<file path="src/rtl/hmap_pkg.sv">
package hmap_pkg;
   typedef enum logic [1:0] {
      KIND_DM    = 2'd0,
      KIND_PM_HI = 2'd1,
      KIND_PM_LO = 2'd2
   } hmap_kind_e;
endpackage

</file>
<file path="src/rtl/hmap_ram.sv">
module hmap_ram #(
   parameter int WIDTH = 16,
   parameter int DEPTH = 64,
   localparam int IW = $clog2(DEPTH)
) (
   input  logic             clk,
   input  logic             wr_en,
   input  logic [IW-1:0]    wr_idx,
   input  logic [WIDTH-1:0] wr_data,
   input  logic             rd_en,
   input  logic [IW-1:0]    rd_idx,
   output logic [WIDTH-1:0] rd_data
);
   logic [WIDTH-1:0] cells [DEPTH];

   always_ff @(posedge clk) begin
      if (wr_en) cells[wr_idx] <= wr_data;
      if (rd_en) rd_data <= cells[rd_idx];
   end
endmodule

</file>
<file path="src/rtl/hmap_ctl_reg.sv">
module hmap_ctl_reg #(
   parameter int BUS_W  = 16,
   parameter int ADDR_W = 14
) (
   input  logic              clk,
   input  logic              rst_n,
   input  logic              host_sel_n,
   input  logic              host_wr_n,
   input  logic              host_latch,
   input  logic [BUS_W-1:0]  host_ad_in,
   input  logic              core_ctl_we,
   input  logic [BUS_W-1:0]  core_ctl_wdata,
   input  logic              fetch_go,
   output logic [ADDR_W-1:0] cur_addr,
   output logic              cur_dm,
   output logic              half_pend,
   output logic              cap_pend
);
   logic             wr_act, wr_prev, wr_go;
   logic             ctl_load, loss;
   logic [BUS_W-1:0] ctl_word;
   logic             unused_hi;

   assign wr_act = !host_sel_n && !host_wr_n;
   assign wr_go  = wr_act && !wr_prev;
   assign loss   = (core_ctl_we || host_latch) && half_pend;

   always_comb begin
      ctl_load = 1'b1;
      ctl_word = core_ctl_wdata;
      if (core_ctl_we)             ctl_word = core_ctl_wdata;
      else if (host_latch)         ctl_word = host_ad_in;
      else if (wr_go && cap_pend)  ctl_word = host_ad_in;
      else                         ctl_load = 1'b0;
   end

   assign unused_hi = ^ctl_word[BUS_W-1:ADDR_W+1];

   always_ff @(posedge clk) begin
      if (!rst_n) begin
         wr_prev   <= 1'b0;
         cur_addr  <= '0;
         cur_dm    <= 1'b0;
         half_pend <= 1'b0;
         cap_pend  <= 1'b0;
      end else begin
         wr_prev <= wr_act;
         if (ctl_load) begin
            cur_addr  <= ctl_word[ADDR_W-1:0];
            cur_dm    <= ctl_word[ADDR_W];
            half_pend <= 1'b0;
         end else if (fetch_go) begin
            if (cur_dm || half_pend) cur_addr <= cur_addr + 1'b1;
            if (!cur_dm) half_pend <= !half_pend;
         end
         if (loss)                    cap_pend <= 1'b1;
         else if (wr_go && cap_pend)  cap_pend <= 1'b0;
      end
   end
endmodule

</file>
<file path="src/rtl/hmap_rd_seq.sv">
module hmap_rd_seq
   import hmap_pkg::*;
#(
   parameter int BUS_W     = 16,
   parameter int PM_W      = 24,
   parameter int FETCH_LAT = 2,
   localparam int LO_W     = PM_W - BUS_W
) (
   input  logic             clk,
   input  logic             rst_n,
   input  logic             host_sel_n,
   input  logic             host_rd_n,
   input  logic             cur_dm,
   input  logic             half_pend,
   input  logic [PM_W-1:0]  pm_rdata,
   input  logic [BUS_W-1:0] dm_rdata,
   output logic             fetch_go,
   output logic             pm_re,
   output logic             dm_re,
   output hmap_kind_e       kind_q,
   output logic [BUS_W-1:0] obuf_q,
   output logic             busy_q
);
   logic             rd_act, rd_prev, done;
   logic [LO_W-1:0]  lo_q;
   logic [BUS_W-1:0] lo_word;

   assign rd_act   = !host_sel_n && !host_rd_n;
   assign fetch_go = rd_act && !rd_prev && !busy_q;
   assign pm_re    = fetch_go && !cur_dm && !half_pend;
   assign dm_re    = fetch_go && cur_dm;

   if (LO_W < BUS_W) begin : g_pad
      assign lo_word = {lo_q, {(BUS_W-LO_W){1'b0}}};
   end else begin : g_full
      assign lo_word = lo_q;
   end

   if (FETCH_LAT == 1) begin : g_one
      assign done = busy_q;
   end else begin : g_multi
      localparam int CW = $clog2(FETCH_LAT);
      logic [CW-1:0] cnt_q;
      always_ff @(posedge clk) begin
         if (!rst_n)                         cnt_q <= '0;
         else if (fetch_go)                  cnt_q <= CW'(FETCH_LAT-1);
         else if (busy_q && cnt_q != '0)     cnt_q <= cnt_q - 1'b1;
      end
      assign done = busy_q && (cnt_q == '0);
   end

   always_ff @(posedge clk) begin
      if (!rst_n) begin
         rd_prev <= 1'b0;
         busy_q  <= 1'b0;
         kind_q  <= KIND_DM;
         obuf_q  <= '0;
         lo_q    <= '0;
      end else begin
         rd_prev <= rd_act;
         if (fetch_go) begin
            busy_q <= 1'b1;
            kind_q <= cur_dm ? KIND_DM : (half_pend ? KIND_PM_LO : KIND_PM_HI);
         end else if (done) begin
            busy_q <= 1'b0;
            case (kind_q)
               KIND_DM:    obuf_q <= dm_rdata;
               KIND_PM_HI: begin
                  obuf_q <= pm_rdata[PM_W-1 -: BUS_W];
                  lo_q   <= pm_rdata[LO_W-1:0];
               end
               default:    obuf_q <= lo_word;
            endcase
         end
      end
   end
endmodule

</file>
<file path="src/rtl/hmap_port.sv">
module hmap_port
   import hmap_pkg::*;
#(
   parameter int BUS_W     = 16,
   parameter int ADDR_W    = 14,
   parameter int PM_W      = 24,
   parameter int PM_DEPTH  = 64,
   parameter int DM_DEPTH  = 64,
   parameter int FETCH_LAT = 2,
   localparam int PM_IW    = $clog2(PM_DEPTH),
   localparam int DM_IW    = $clog2(DM_DEPTH)
) (
   input  logic              clk,
   input  logic              rst_n,
   input  logic              host_sel_n,
   input  logic              host_rd_n,
   input  logic              host_wr_n,
   input  logic              host_latch,
   input  logic [BUS_W-1:0]  host_ad_in,
   output logic [BUS_W-1:0]  host_ad_out,
   output logic              host_ad_oe,
   output logic              host_ack_n,
   input  logic              core_ctl_we,
   input  logic [BUS_W-1:0]  core_ctl_wdata,
   input  logic              core_mem_we,
   input  logic              core_mem_pm,
   input  logic [ADDR_W-1:0] core_mem_addr,
   input  logic [PM_W-1:0]   core_mem_wdata
);
   if (FETCH_LAT < 1) begin : g_bad_lat
      $error("hmap_port: FETCH_LAT must be at least 1");
   end
   if (BUS_W < ADDR_W + 2) begin : g_bad_bus
      $error("hmap_port: BUS_W must hold the address, the select bit and a spare bit");
   end
   if (PM_W <= BUS_W || PM_W > 2*BUS_W) begin : g_bad_pm
      $error("hmap_port: PM_W must fit in two bus halves");
   end
   if (PM_DEPTH < 2 || (1 << PM_IW) != PM_DEPTH || PM_IW > ADDR_W) begin : g_bad_pmd
      $error("hmap_port: PM_DEPTH must be a power of two within the address range");
   end
   if (DM_DEPTH < 2 || (1 << DM_IW) != DM_DEPTH || DM_IW > ADDR_W) begin : g_bad_dmd
      $error("hmap_port: DM_DEPTH must be a power of two within the address range");
   end

   logic [ADDR_W-1:0] cur_addr;
   logic              cur_dm, half_pend, cap_pend;
   logic              fetch_go, pm_re, dm_re, busy_q;
   hmap_kind_e        kind_q;
   logic [PM_W-1:0]   pm_rdata;
   logic [BUS_W-1:0]  dm_rdata, obuf_q;
   logic              unused_top;

   assign unused_top = ^{cur_addr, core_mem_addr};

   hmap_ctl_reg #(.BUS_W(BUS_W), .ADDR_W(ADDR_W)) u_ctl (
      .clk(clk), .rst_n(rst_n),
      .host_sel_n(host_sel_n), .host_wr_n(host_wr_n), .host_latch(host_latch),
      .host_ad_in(host_ad_in), .core_ctl_we(core_ctl_we), .core_ctl_wdata(core_ctl_wdata),
      .fetch_go(fetch_go), .cur_addr(cur_addr), .cur_dm(cur_dm),
      .half_pend(half_pend), .cap_pend(cap_pend)
   );

   hmap_rd_seq #(.BUS_W(BUS_W), .PM_W(PM_W), .FETCH_LAT(FETCH_LAT)) u_seq (
      .clk(clk), .rst_n(rst_n),
      .host_sel_n(host_sel_n), .host_rd_n(host_rd_n),
      .cur_dm(cur_dm), .half_pend(half_pend),
      .pm_rdata(pm_rdata), .dm_rdata(dm_rdata),
      .fetch_go(fetch_go), .pm_re(pm_re), .dm_re(dm_re),
      .kind_q(kind_q), .obuf_q(obuf_q), .busy_q(busy_q)
   );

   hmap_ram #(.WIDTH(PM_W), .DEPTH(PM_DEPTH)) u_pm (
      .clk(clk),
      .wr_en(core_mem_we && core_mem_pm), .wr_idx(core_mem_addr[PM_IW-1:0]),
      .wr_data(core_mem_wdata),
      .rd_en(pm_re), .rd_idx(cur_addr[PM_IW-1:0]), .rd_data(pm_rdata)
   );

   hmap_ram #(.WIDTH(BUS_W), .DEPTH(DM_DEPTH)) u_dm (
      .clk(clk),
      .wr_en(core_mem_we && !core_mem_pm), .wr_idx(core_mem_addr[DM_IW-1:0]),
      .wr_data(core_mem_wdata[BUS_W-1:0]),
      .rd_en(dm_re), .rd_idx(cur_addr[DM_IW-1:0]), .rd_data(dm_rdata)
   );

   assign host_ad_out = obuf_q;
   assign host_ad_oe  = !host_sel_n && !host_rd_n;
   assign host_ack_n  = busy_q;
endmodule

</file>
<file path="config.mk">
export PLATFORM = sky130hd
export DESIGN_NAME = hmap_port
export DESIGN_NICKNAME = d
export VERILOG_FILES = /design/src/rtl/hmap_pkg.sv /design/src/rtl/hmap_ram.sv /design/src/rtl/hmap_ctl_reg.sv /design/src/rtl/hmap_rd_seq.sv /design/src/rtl/hmap_port.sv
export SDC_FILE = /design/constraint.sdc
export NUM_CORES = 2
export LEC_CHECK = 0
export ABC_AREA = 1
export CORE_AREA = 2 2 665 667
export CTS_CLUSTER_SIZE = 20
export DETAILED_ROUTE_END_ITERATION = 7
export DIE_AREA = 0 0 667 669
export GPL_ROUTABILITY_DRIVEN = 1
export GPL_TIMING_DRIVEN = 0
export HOLD_SLACK_MARGIN = 0.06
export PLACE_DENSITY = 0.48
export SLEW_MARGIN = 40
export SYNTH_ARGS = -nofsm -noshare
export SYNTH_HDL_FRONTEND = slang
export SYNTH_SLANG_ARGS = --single-unit
</file>
<file path="constraint.sdc">
create_clock -name clk -period 3.15 [get_ports clk]
set_input_delay 0.4725 -clock clk [delete_from_list [all_inputs] [get_ports clk]]
set_output_delay 0.4725 -clock clk [all_outputs]
set_load 0.02 [all_outputs]
</file>
==> impl_metrics.yaml <==
drt:
  wl_per_cell_um: 31.7
  ant_nets: 0
  viasPerCell: 4.87
  route.detailed.drc: 0
  wl_um: 537000
  first_iter_violations: 13262
  vias: 82644
  dr.pass1.iters: 6
job:
  maxCapViolCount: 0
pwr:
  switchingPower_uw: 22100
  combPwrFrac: 0.116
  power.density_nw_per_um2: 601
  p_total_uw: 81100
  p_int_uw: 59000
  p_leak_uw: 0.0513
  seq_power_share: 0.479
  switching_share: 0.273
  clkPwrFrac: 0.405
  ir_drop_mv: 0.427
worst_setup_path:
  worst_ep_arrival_time_ps: 3930
  crit_path_end_kind: "flop"
  start_kind: "flop"
  timing.rr.start: "u_ctl.cur_addr[0]$_SDFFE_PN0P_"
  r2r_setup_slack_ps: -140
  crit_fanout: 10
  crit_type: "flop to flop"
  required_ps: 3790
  critPathLaunch: "u_ctl.cur_addr[0]$_SDFFE_PN0P_"
yosys:
  synth_seq_cells: 2639
  synth_area_um2: 109000
  ys.warnings.count: 0
  synth_cell_types: 26
  syn_inst: 9985
  synth_nets: 10065
  ys_seq_area_frac: 0.721
  synth.avg_cell_area_um2: 10.9
global_routing:
  top_usage_layer: "met2"
  grt_pass1_vias: 73424
  gr-usage-met1: 0.323
  grt-ovfl-total: 0
  grt_usage: 0.234
  grt.met3_usage: 0.0474
  gr-usage-met2: 0.340
  antenna_found_initial: 64
  grt_pass1_wl_um: 696000
  grt_max_degree: 65
timing:
  timing.final.crit_share: 1.04
  min_period_ps: 3290
  setup_tns_ps: -2080
  fmax_ghz: 0.304
  setup_viol: 36
  slew_headroom: 0.381
  rsz0062_at_grt: "true"
  hold_viol: 0
  layout_setup_ws_ps: -141
  slew_violations: 0
  worst_slew_pin_slew_ps: 928
  fin_skew_ps: 83.1
clocking:
  cts_buffers: 286
  path_clk_slew_ps: 60
  clockBufferDepth: 4
  postCtsSetupRepairBufs: 0
  cts_sinks: 2639
  clock_latency_ps: 940
  cts_tree: "yes"
  cts-root-buf: "clkbuf_16"
  h-tree-depth: 5
layout:
  n_fill_cell: 45074
  final_cell_mix: "3246 x nand2_1, 2600 x edfxtp_1, 1049 x nand3_1, 840 x nor2_1, 696 x inv_1"
  drive_gt1_frac: 0.155
  syn_to_final_growth_pct: 23.4
  nets: 11023
  final_common_cell: "nand2_1"
worst_hold_path:
  min_from: "host_wr_n"
  hp-class: "primary input to flop"
placed_design:
  gp_congestion: 1.04
  io_buffer_count: 67
  hpwl_um: 409000
die:
  io_pins: 97
  die_x_um: 667
  coreArea_um2: 440000
  die_h_um: 669
  dieArea_um2: 446000
  rows: 244
  start_util: 0.249
run_status:
  status: "finished, violations left"
  violations: "negative setup slack"
[path summary, 6_finish.rpt]
| check | to | cells after the start |
|---|---|---|
| min | u_ctl.wr_prev$_SDFF_PN0_ | 2 |
| max | u_pm.rd_data[1]$_DFFE_PP_ | 13 |
| min reg2reg | u_seq.obuf_q[8]$_SDFFE_PN0P_ | 2 |
| max reg2reg | u_pm.rd_data[1]$_DFFE_PP_ | 13 |
[routing by layer]
layer	wire, um	up-vias	part of all wire
met1	219000	41359	0.41
met4	37700	8	0.070
met3	56400	802	0.11
li1	-	35540	-
met2	224000	4935	0.42
met5	60	-	0.00011
[cell usage after synthesis, drive strengths merged]
cell | count | area share
clkbuf | 277 | 0.0095
nand3b | 2 | 0.00014
dfxtp | 39 | 0.0071
xnor2 | 1 | 0.000080
o211ai | 9 | 0.00062
a31oi | 17 | 0.00097
o21bai | 1 | 0.000069
nand2 | 3252 | 0.11
a21oi | 180 | 0.0082
a211oi | 1 | 0.000069
xor2 | 1 | 0.000080
o21ai | 364 | 0.017
nor2 | 942 | 0.032
buf | 292 | 0.014
clkinv | 8 | 0.00027
ha | 1 | 0.00011
inv | 703 | 0.024
edfxtp | 2600 | 0.71
nor3 | 121 | 0.0055
nand3 | 1174 | 0.054
[logic make-up (layout without fill, tap and decap cells)]
logic type / count (synthesis) / in the layout / share of synthesized area
other: 0 / 28 / 0
AND/OR/NAND/NOR: 5491 / 5491 / 0.204
flip-flops: 2639 / 2639 / 0.721
AO/OA/AOI/OAI: 572 / 572 / 0.0266
XOR/XNOR: 2 / 2 / 0.000160
buffers and inverters: 1280 / 2440 / 0.0481
adder cells (fa/ha/maj): 1 / 1 / 0.000114
[sequential cells by signal, summed over array words and instances (netlist names), 2 cells and up]
register        count
u_pm.rd_data       24
u_seq.lo_q          8
u_seq.obuf_q       16
u_pm.cells       1536
u_seq.kind_q        2
u_dm.rd_data       16
u_ctl.cur_addr      6
u_dm.cells       1024
[power by group through the flow]
stage	logic (uW)	registers, uW	clock network, uW
2_1_floorplan	3230	39600	0
3_3_place_gp	8350	39900	0
3_5_place_dp	8690	39600	0
4_1_cts	9020	38900	33100
5_1_grt	9500	38800	34300
6_report	9410	38900	32900
[worst max-delay path: stages, from the launching register on]
cell     delay (ps)
dfxtp_1         350
buf_6           290
buf_4           370
buf_16          200
buf_2           280
nand2_1          90
nand3_1          80
nand2_1         180
nand2_1         130
nand2_1         200
nor2_2          500
nand2_1         100
nand3_1         120
nand2_1          70
[layout make-up]
cell class / count / area, um2 / share of cell area
sequential: 2639 / 78900 / 0.585
multi-input combinational: 6066 / 27500 / 0.204
clock buffer: 364 / 7670 / 0.0569
tap: 5781 / 7230 / 0.0536
timing repair buffer: 672 / 6890 / 0.0511
buffer: 567 / 2940 / 0.0218
inverter: 711 / 2680 / 0.0199
clock inverter: 126 / 1040 / 0.00768
antenna: 28 / 70.1 / 0.000519
[repair_timing]
action,4_1_cts,5_1_grt
pin swaps,6,4
hold endpoints to repair,640,0
hold buffers,24,0
resized for setup,370,116
setup endpoints to repair,252,43
[metrics by stage]
step	utilization	hold slack (ps)	cells	cell area, um2	setup slack [ps]
after floorplan	-	447	9985	109000	-255
after global placement	0.267	465	15833	117000	-6040
after detailed placement	0.282	467	16413	124000	-1870
after CTS	0.306	112	16927	135000	1.01
after global routing	0.307	160	16931	135000	-95.5
final	0.307	160	16954	135000	-141
(Power assumes the default switching activity.)
